===== src/rtl/prg_map_pkg.sv =====
package prg_map_pkg;

    localparam int unsigned CPU_AW     = 16;
    localparam int unsigned CPU_DW     = 8;
    localparam int unsigned PAGE_OFS_W = 13;
    localparam int unsigned NUM_SW     = 4;

    // Write decode constants
    localparam logic [CPU_AW-1:0] LOWWIN_MASK  = 16'hF800;
    localparam logic [CPU_AW-1:0] LOWWIN_MATCH = 16'h6800;
    localparam logic [CPU_AW-1:0] REG_MASK     = 16'hF80C;
    localparam logic [CPU_AW-1:0] REG_WIN8     = 16'h8800;
    localparam logic [CPU_AW-1:0] REG_WINA     = 16'hA800;
    localparam logic [CPU_AW-1:0] REG_WINC     = 16'hA000;
    localparam logic [CPU_AW-1:0] REG_MIRROR   = 16'h9800;

    typedef enum logic [1:0] {
        MIR_VERTICAL   = 2'd0,
        MIR_HORIZONTAL = 2'd1,
        MIR_SINGLE_LO  = 2'd2,
        MIR_SINGLE_HI  = 2'd3
    } mirror_e;

    typedef enum logic [2:0] {
        WR_NONE    = 3'd0,
        WR_LOW_WIN = 3'd1,
        WR_WIN_8   = 3'd2,
        WR_WIN_A   = 3'd3,
        WR_WIN_C   = 3'd4,
        WR_MIRROR  = 3'd5
    } wr_target_e;

    typedef struct packed {
        wr_target_e          target;
        logic [CPU_DW-1:0]   value;
    } wr_cmd_t;

    // Switchable window index -> the write target that loads it.
    // Index 0 is the 0x6000 window, 1..3 are 0x8000, 0xA000, 0xC000.
    function automatic wr_target_e sw_target(input int unsigned idx);
        case (idx)
            0:       return WR_LOW_WIN;
            1:       return WR_WIN_8;
            2:       return WR_WIN_A;
            default: return WR_WIN_C;
        endcase
    endfunction

    function automatic logic [CPU_DW-1:0] wrap_page(input logic [CPU_DW-1:0] v,
                                                    input int unsigned n);
        return CPU_DW'(32'(v) % n);
    endfunction

endpackage


===== src/rtl/prg_wr_decode.sv =====
module prg_wr_decode
    import prg_map_pkg::*;
(
    input  logic              wr_en,
    input  logic [CPU_AW-1:0] wr_addr,
    input  logic [CPU_DW-1:0] wr_data,
    output wr_cmd_t           cmd
);

    logic [CPU_AW-1:0] reg_key;

    always_comb begin
        reg_key      = wr_addr & REG_MASK;
        cmd.target   = WR_NONE;
        cmd.value    = wr_data;
        if (wr_en) begin
            if ((wr_addr & LOWWIN_MASK) == LOWWIN_MATCH) begin
                cmd.target = WR_LOW_WIN;
                cmd.value  = {2'b00, wr_addr[5:0]};
            end else begin
                case (reg_key)
                    REG_WIN8:   cmd.target = WR_WIN_8;
                    REG_WINA:   cmd.target = WR_WIN_A;
                    REG_WINC:   cmd.target = WR_WIN_C;
                    REG_MIRROR: cmd.target = WR_MIRROR;
                    default:    cmd.target = WR_NONE;
                endcase
            end
        end
    end

endmodule


===== src/rtl/prg_bank_regs.sv =====
module prg_bank_regs
    import prg_map_pkg::*;
#(
    parameter int unsigned PAGE_COUNT = 32,
    parameter int unsigned PAGE_W     = 5
) (
    input  logic                          clk,
    input  logic                          rst,
    input  wr_cmd_t                       cmd,
    output logic [NUM_SW-1:0][PAGE_W-1:0] pages,
    output mirror_e                       mirror
);

    logic [PAGE_W-1:0] load_page;

    assign load_page = PAGE_W'(wrap_page(cmd.value, PAGE_COUNT));

    for (genvar i = 0; i < NUM_SW; i++) begin : g_win
        logic [PAGE_W-1:0] pg_q;
        always_ff @(posedge clk) begin
            if (rst)
                pg_q <= '0;
            else if (cmd.target == sw_target(i))
                pg_q <= load_page;
        end
        assign pages[i] = pg_q;
    end

    always_ff @(posedge clk) begin
        if (rst)
            mirror <= MIR_VERTICAL;
        else if (cmd.target == WR_MIRROR)
            mirror <= mirror_e'(cmd.value[1:0]);
    end

endmodule


===== src/rtl/prg_addr_xlate.sv =====
module prg_addr_xlate
    import prg_map_pkg::*;
#(
    parameter int unsigned PAGE_COUNT = 32,
    parameter int unsigned PAGE_W     = 5,
    localparam int unsigned MAP_AW    = PAGE_W + PAGE_OFS_W
) (
    input  logic                          clk,
    input  logic                          rst,
    input  logic [CPU_AW-1:0]             rd_addr,
    input  logic [NUM_SW-1:0][PAGE_W-1:0] pages,
    output logic [MAP_AW-1:0]             map_addr,
    output logic                          map_hit
);

    localparam logic [PAGE_W-1:0] LAST_PAGE = PAGE_W'(PAGE_COUNT - 1);

    logic [PAGE_W-1:0] sel_page;
    logic              sel_hit;

    always_comb begin
        sel_page = '0;
        sel_hit  = 1'b1;
        case (rd_addr[15:13])
            3'd3:    sel_page = pages[0];
            3'd4:    sel_page = pages[1];
            3'd5:    sel_page = pages[2];
            3'd6:    sel_page = pages[3];
            3'd7:    sel_page = LAST_PAGE;
            default: sel_hit  = 1'b0;
        endcase
    end

    always_ff @(posedge clk) begin
        if (rst) begin
            map_addr <= '0;
            map_hit  <= 1'b0;
        end else begin
            map_hit  <= sel_hit;
            map_addr <= sel_hit ? {sel_page, rd_addr[PAGE_OFS_W-1:0]} : '0;
        end
    end

endmodule


===== src/rtl/prg_window_map.sv =====
module prg_window_map
    import prg_map_pkg::*;
#(
    parameter int unsigned PAGE_COUNT = 32,
    localparam int unsigned PAGE_W    = (PAGE_COUNT > 1) ? $clog2(PAGE_COUNT) : 1,
    localparam int unsigned MAP_AW    = PAGE_W + PAGE_OFS_W
) (
    input  logic              clk,
    input  logic              rst,
    input  logic              wr_en,
    input  logic [15:0]       wr_addr,
    input  logic [7:0]        wr_data,
    input  logic [15:0]       rd_addr,
    output logic [MAP_AW-1:0] map_addr,
    output logic              map_hit,
    output logic [1:0]        mirror_mode
);

    wr_cmd_t                       cmd;
    logic [NUM_SW-1:0][PAGE_W-1:0] pages;
    mirror_e                       mirror;

    prg_wr_decode u_decode (
        .wr_en   (wr_en),
        .wr_addr (wr_addr),
        .wr_data (wr_data),
        .cmd     (cmd)
    );

    prg_bank_regs #(
        .PAGE_COUNT (PAGE_COUNT),
        .PAGE_W     (PAGE_W)
    ) u_regs (
        .clk    (clk),
        .rst    (rst),
        .cmd    (cmd),
        .pages  (pages),
        .mirror (mirror)
    );

    prg_addr_xlate #(
        .PAGE_COUNT (PAGE_COUNT),
        .PAGE_W     (PAGE_W)
    ) u_xlate (
        .clk      (clk),
        .rst      (rst),
        .rd_addr  (rd_addr),
        .pages    (pages),
        .map_addr (map_addr),
        .map_hit  (map_hit)
    );

    assign mirror_mode = mirror;

endmodule


===== config.mk =====
export PLATFORM = sky130hd
export DESIGN_NAME = prg_window_map
export DESIGN_NICKNAME = d
export VERILOG_FILES = /design/src/rtl/prg_map_pkg.sv /design/src/rtl/prg_wr_decode.sv /design/src/rtl/prg_bank_regs.sv /design/src/rtl/prg_addr_xlate.sv /design/src/rtl/prg_window_map.sv
export SDC_FILE = /design/constraint.sdc
export NUM_CORES = 1
export LEC_CHECK = 0
export ABC_AREA = 1
export BUFFER_PORTS_ARGS = -buffer_cell sky130_fd_sc_hd__buf_4
export CAP_MARGIN = 5
export CORE_MARGIN = 1.5
export CORE_UTILIZATION = 50
export CTS_CLUSTER_DIAMETER = 150
export DETAILED_ROUTE_END_ITERATION = 8
export PLACE_DENSITY = 0.79
export SYNTH_ARGS = -nofsm -noshare
export SYNTH_HDL_FRONTEND = slang
export SYNTH_HIERARCHICAL = 1
export SYNTH_SLANG_ARGS = --single-unit

===== constraint.sdc =====
create_clock -name clk -period 1.6 [get_ports clk]
set_clock_uncertainty 0.15 [all_clocks]
set_input_delay 0.08 -clock clk [delete_from_list [all_inputs] [get_ports clk]]
set_output_delay 0.08 -clock clk [all_outputs]
set_load 0.03 [all_outputs]

* Yosys cells after proc, flatten, opt, wreduce, memory -nomap -nowiden
Cells that the tools add are included.
Word-level totals: bits in registers 41, bits of input ports 43, output and inout port bits 21, logic and storage cells 31
Cells by class: equal/unequal tests 15, muxes and demuxes 6, bitwise gates (word level) 1, reduce and logical (&&, ||, !) cells 2
Operators by type and width (count):
- 7-bit == test (second input constant) | 4
- 5-bit one-hot mux with 5 select lines | 1
- 3-bit == test (second input constant) | 6
- 3-bit one-hot mux with 4 select lines | 1
- 11-bit two-way mux | 1
- 3-bit by 2-bit == test with 1-bit output (second input constant) | 3
- 8-bit two-way mux | 1
- 5-bit by 4-bit == test with 1-bit output (second input constant) | 1
- 5-bit OR reduction | 1
- 3-bit by 1-bit == test with 1-bit output (second input constant) | 1
- 3-bit two-way mux | 1
- 2-bit OR reduction | 1
- 1-bit two-way mux | 1
- 1-bit NOT | 1

* Logic depth before layout (Yosys ltp)
depth after elaboration 5, gate-level depth with buffers 13, mapped depth without buffers 12

* By module
Netlist, hierarchy kept.
Modules (own cells, without submodules):
- prg_bank_regs | instances 1, cells an instance 140, area an instance 932.1 um^2, seq. area each 440.4 um^2
- prg_addr_xlate | instances 1, cells an instance 103, area an instance 763.2 um^2, seq. area each 380.4 um^2
- prg_wr_decode | instances 1, cells an instance 51, area an instance 246.5 um^2, seq. area each 0.0 um^2

* Worst setup path after synthesis
No wires, ideal clock.
kind input -> register, start in wr_addr[14], end reg u_regs.g_win[0].pg_q[0], setup time 0.114 ns, arrival time 1.076 ns, required time 1.336 ns, path slack 0.261 ns, stages on the path 10, buffers on the path 0, path through inv_1 > nor2_2 > nand3_4 > nand2_1 > a21oi_1 > inv_1 > nand3_2 > nand2_1 > nand2_1 > nor2_1
RTL lines:
- start, declared | line prg_window_map.sv:11 | input logic [15:0] wr_addr,
- end signal, assigned | line prg_bank_regs.sv:24 | pg_q <= load_page;
- end, declared | line prg_bank_regs.sv:19 | logic [PAGE_W-1:0] pg_q;

==> metrics <==
max-slew violations 0; worst path arrival time 1.30 ns; Tmin final 1.26 ns; Post-Synthesis Cells 287; IO buf count 54; Global Route Usage Sum 21.4%; reg2reg setup slack 0.57 ns; CTS Sinks 41; post-CTS setup buffer count 0; VDD IR max 0.475 mV; syn_nets 330; Worst path top cell family by delay simple AND/OR/NAND/NOR gates; GRT overflow 0; share of layout cells above drive strength 1 22.8%; # H-tree levels 2; post-DP HPWL 2820 um; post-cts repair resize count 0; CP required 1.64 ns; status finished, final reports clean; combinational share of power 13.5%; R2R Path Start u_regs/g_win[3].pg_q[0]; syn_area_per_cell 6.67 um2; initial DRC count 82; max-cap violations 0; final hold vios 0; Die X 64.9 um; most frequent CP cell nand2_1; CTS tree yes; GPL Wtd Cong 0.842; Final #Nets 402; Least-Margin Pin Slew 0.460 ns; setup TNS 0 ns; Antenna Nets Post-Route 0; CP max stage cell a21oi_1; Critical Path Source Type primary input; Reg area 821 um2; Fmax achieved 0.792 GHz; GR met1 Demand/Resource 25.2%; Tcrit/Tclk final 78.9%; Clock power frac 38.9%; final WL 4220 um; worst rel slew slack 69.2%; sw frac 23.6%; antenna violations before repair 0; crit-path cells buf_4 > inv_1 > nand2_1 > nor2_1 > nand2_1 > a21oi_1 > inv_1 > nand3_2 > nand2_1 > nand2_1 > nor2_1; vias in the first global route 1717; Tightest Hold Check Type primary input to flop; Power per Cell Area 844 nW/um2; first-pass GRT wire length 6990 um; crit path max fanout 10; DIE AREA 4210 um2; Area Growth Syn to Fin 36.7%; Top Ports 64; Flop pwr share 47.7%; yosys warns 6; Fillers 294; met2 Track Usage GR 38.3%; via count 1866; DRC viols 0; Worst path max stage delay 0.25 ns; TritonRoute pass-1 iters 4; CTS Root Cell clkbuf_8; Core Area 3660 um2; Worst Hold Launch rst; Via density 4.57; Num CTS Buffers 5; met3 usage 3.30%; row cnt 22; RSZ-0062 raised after global routing false; leakage 0.00137 uW; Internal 1690 uW; worst skew pair latency 0.29 ns; multi-input logic area 848 um2; Routed WL per cell 10.3 um; dpl cells 387; final setup vio count 0; Clk pin slew, worst setup/hold paths 0.08 ns; hold_buf cts 13; P_sw 522 uW; Bufs on Longest Clock Path 2; WP buf/inv 3; busiest layer in global routing met2; Diodes inserted 0; CP endpoint kind flop; Critical path origin wr_addr[13]; Die Ht 64.9 um; Crit Path Class primary input to flop; Cell Count, Final, Fillers Out 408; synthesized cell area 1910 um2; Initial Util 52.3%; largest net degree at the start of global routing 23
power by group through the flow:
stage          clock network, uW  registers [uW]  logic [uW]
2_1_floorplan                  0            1120         108
3_3_place_gp                   0            1080         266
3_5_place_dp                   0            1080         270
4_1_cts                      875            1050         296
5_1_grt                      907            1060         325
6_report                     859            1050         298
metrics by stage:
step           util [%]  setup slack, ns  hold slack [ns]  power (uW)  cell area, um2
2_1_floorplan         -            0.266           0.0422        1230            1910
3_3_place_gp       64.7           0.0987            0.143        1340            2370
3_5_place_dp       64.7           0.0358            0.151        1350            2370
4_1_cts            71.5            0.344           0.0409        2220            2620
5_1_grt            71.5            0.195           0.0829        2290            2620
6_report           71.5            0.337           0.0586        2210            2620
cells in the final DEF (no fill, tap or decap):
master,count
nor2_1,70
inv_2,3
nand3_2,4
dfxtp_1,41
nand2_1,69
buf_4,59
clkinvlp_4,1
nand3_4,1
a21oi_1,7
o21bai_4,1
o21ai_0,12
nor2_2,3
inv_1,49
nand4_1,1
nor2_4,1
clkbuf_8,6
nand2_2,1
nand3_1,11
dlygate4sd3_1,13
nand3b_1,5
bufinv_16,1
nor2_8,1
flip-flops by register name, indices dropped and copies added (netlist names):
signal,count
u_regs/g_win.pg_q,20
u_xlate/map_addr,18
u_regs/mirror,2
u_xlate/map_hit,1
final timing paths:
check	to	cells past startpoint
worst max-delay path	u_regs/g_win[2].pg_q[4]	11
worst min-delay path	u_xlate/map_addr[12]	3
worst max register to register	u_xlate/map_addr[13]	4
worst min register to register	u_regs/g_win[3].pg_q[2]	2
layer usage:
metal  routed length (um)  up-vias
li1                     -      991
met1                 1830      820
met2                 2130       48
met3                  195        7
met4                   74        0
met5                    0        -
cell type report:
type / count / area share [%]
repair buffers: 72 / 21.9
clock buffers: 6 / 3.15
well taps: 48 / 2.29
clock inverters: 2 / 1.43
inverters: 52 / 7.46
multi-input cells: 187 / 32.4
flip-flops and latches: 41 / 31.4
worst min-delay path: cells and delay by family:
kind            cells  cell delay [ns]
buf+inv             1             0.09
compound gates      1             0.23
simple gates        1             0.06
No activity file was read; power rests on OpenSTA's default activity.
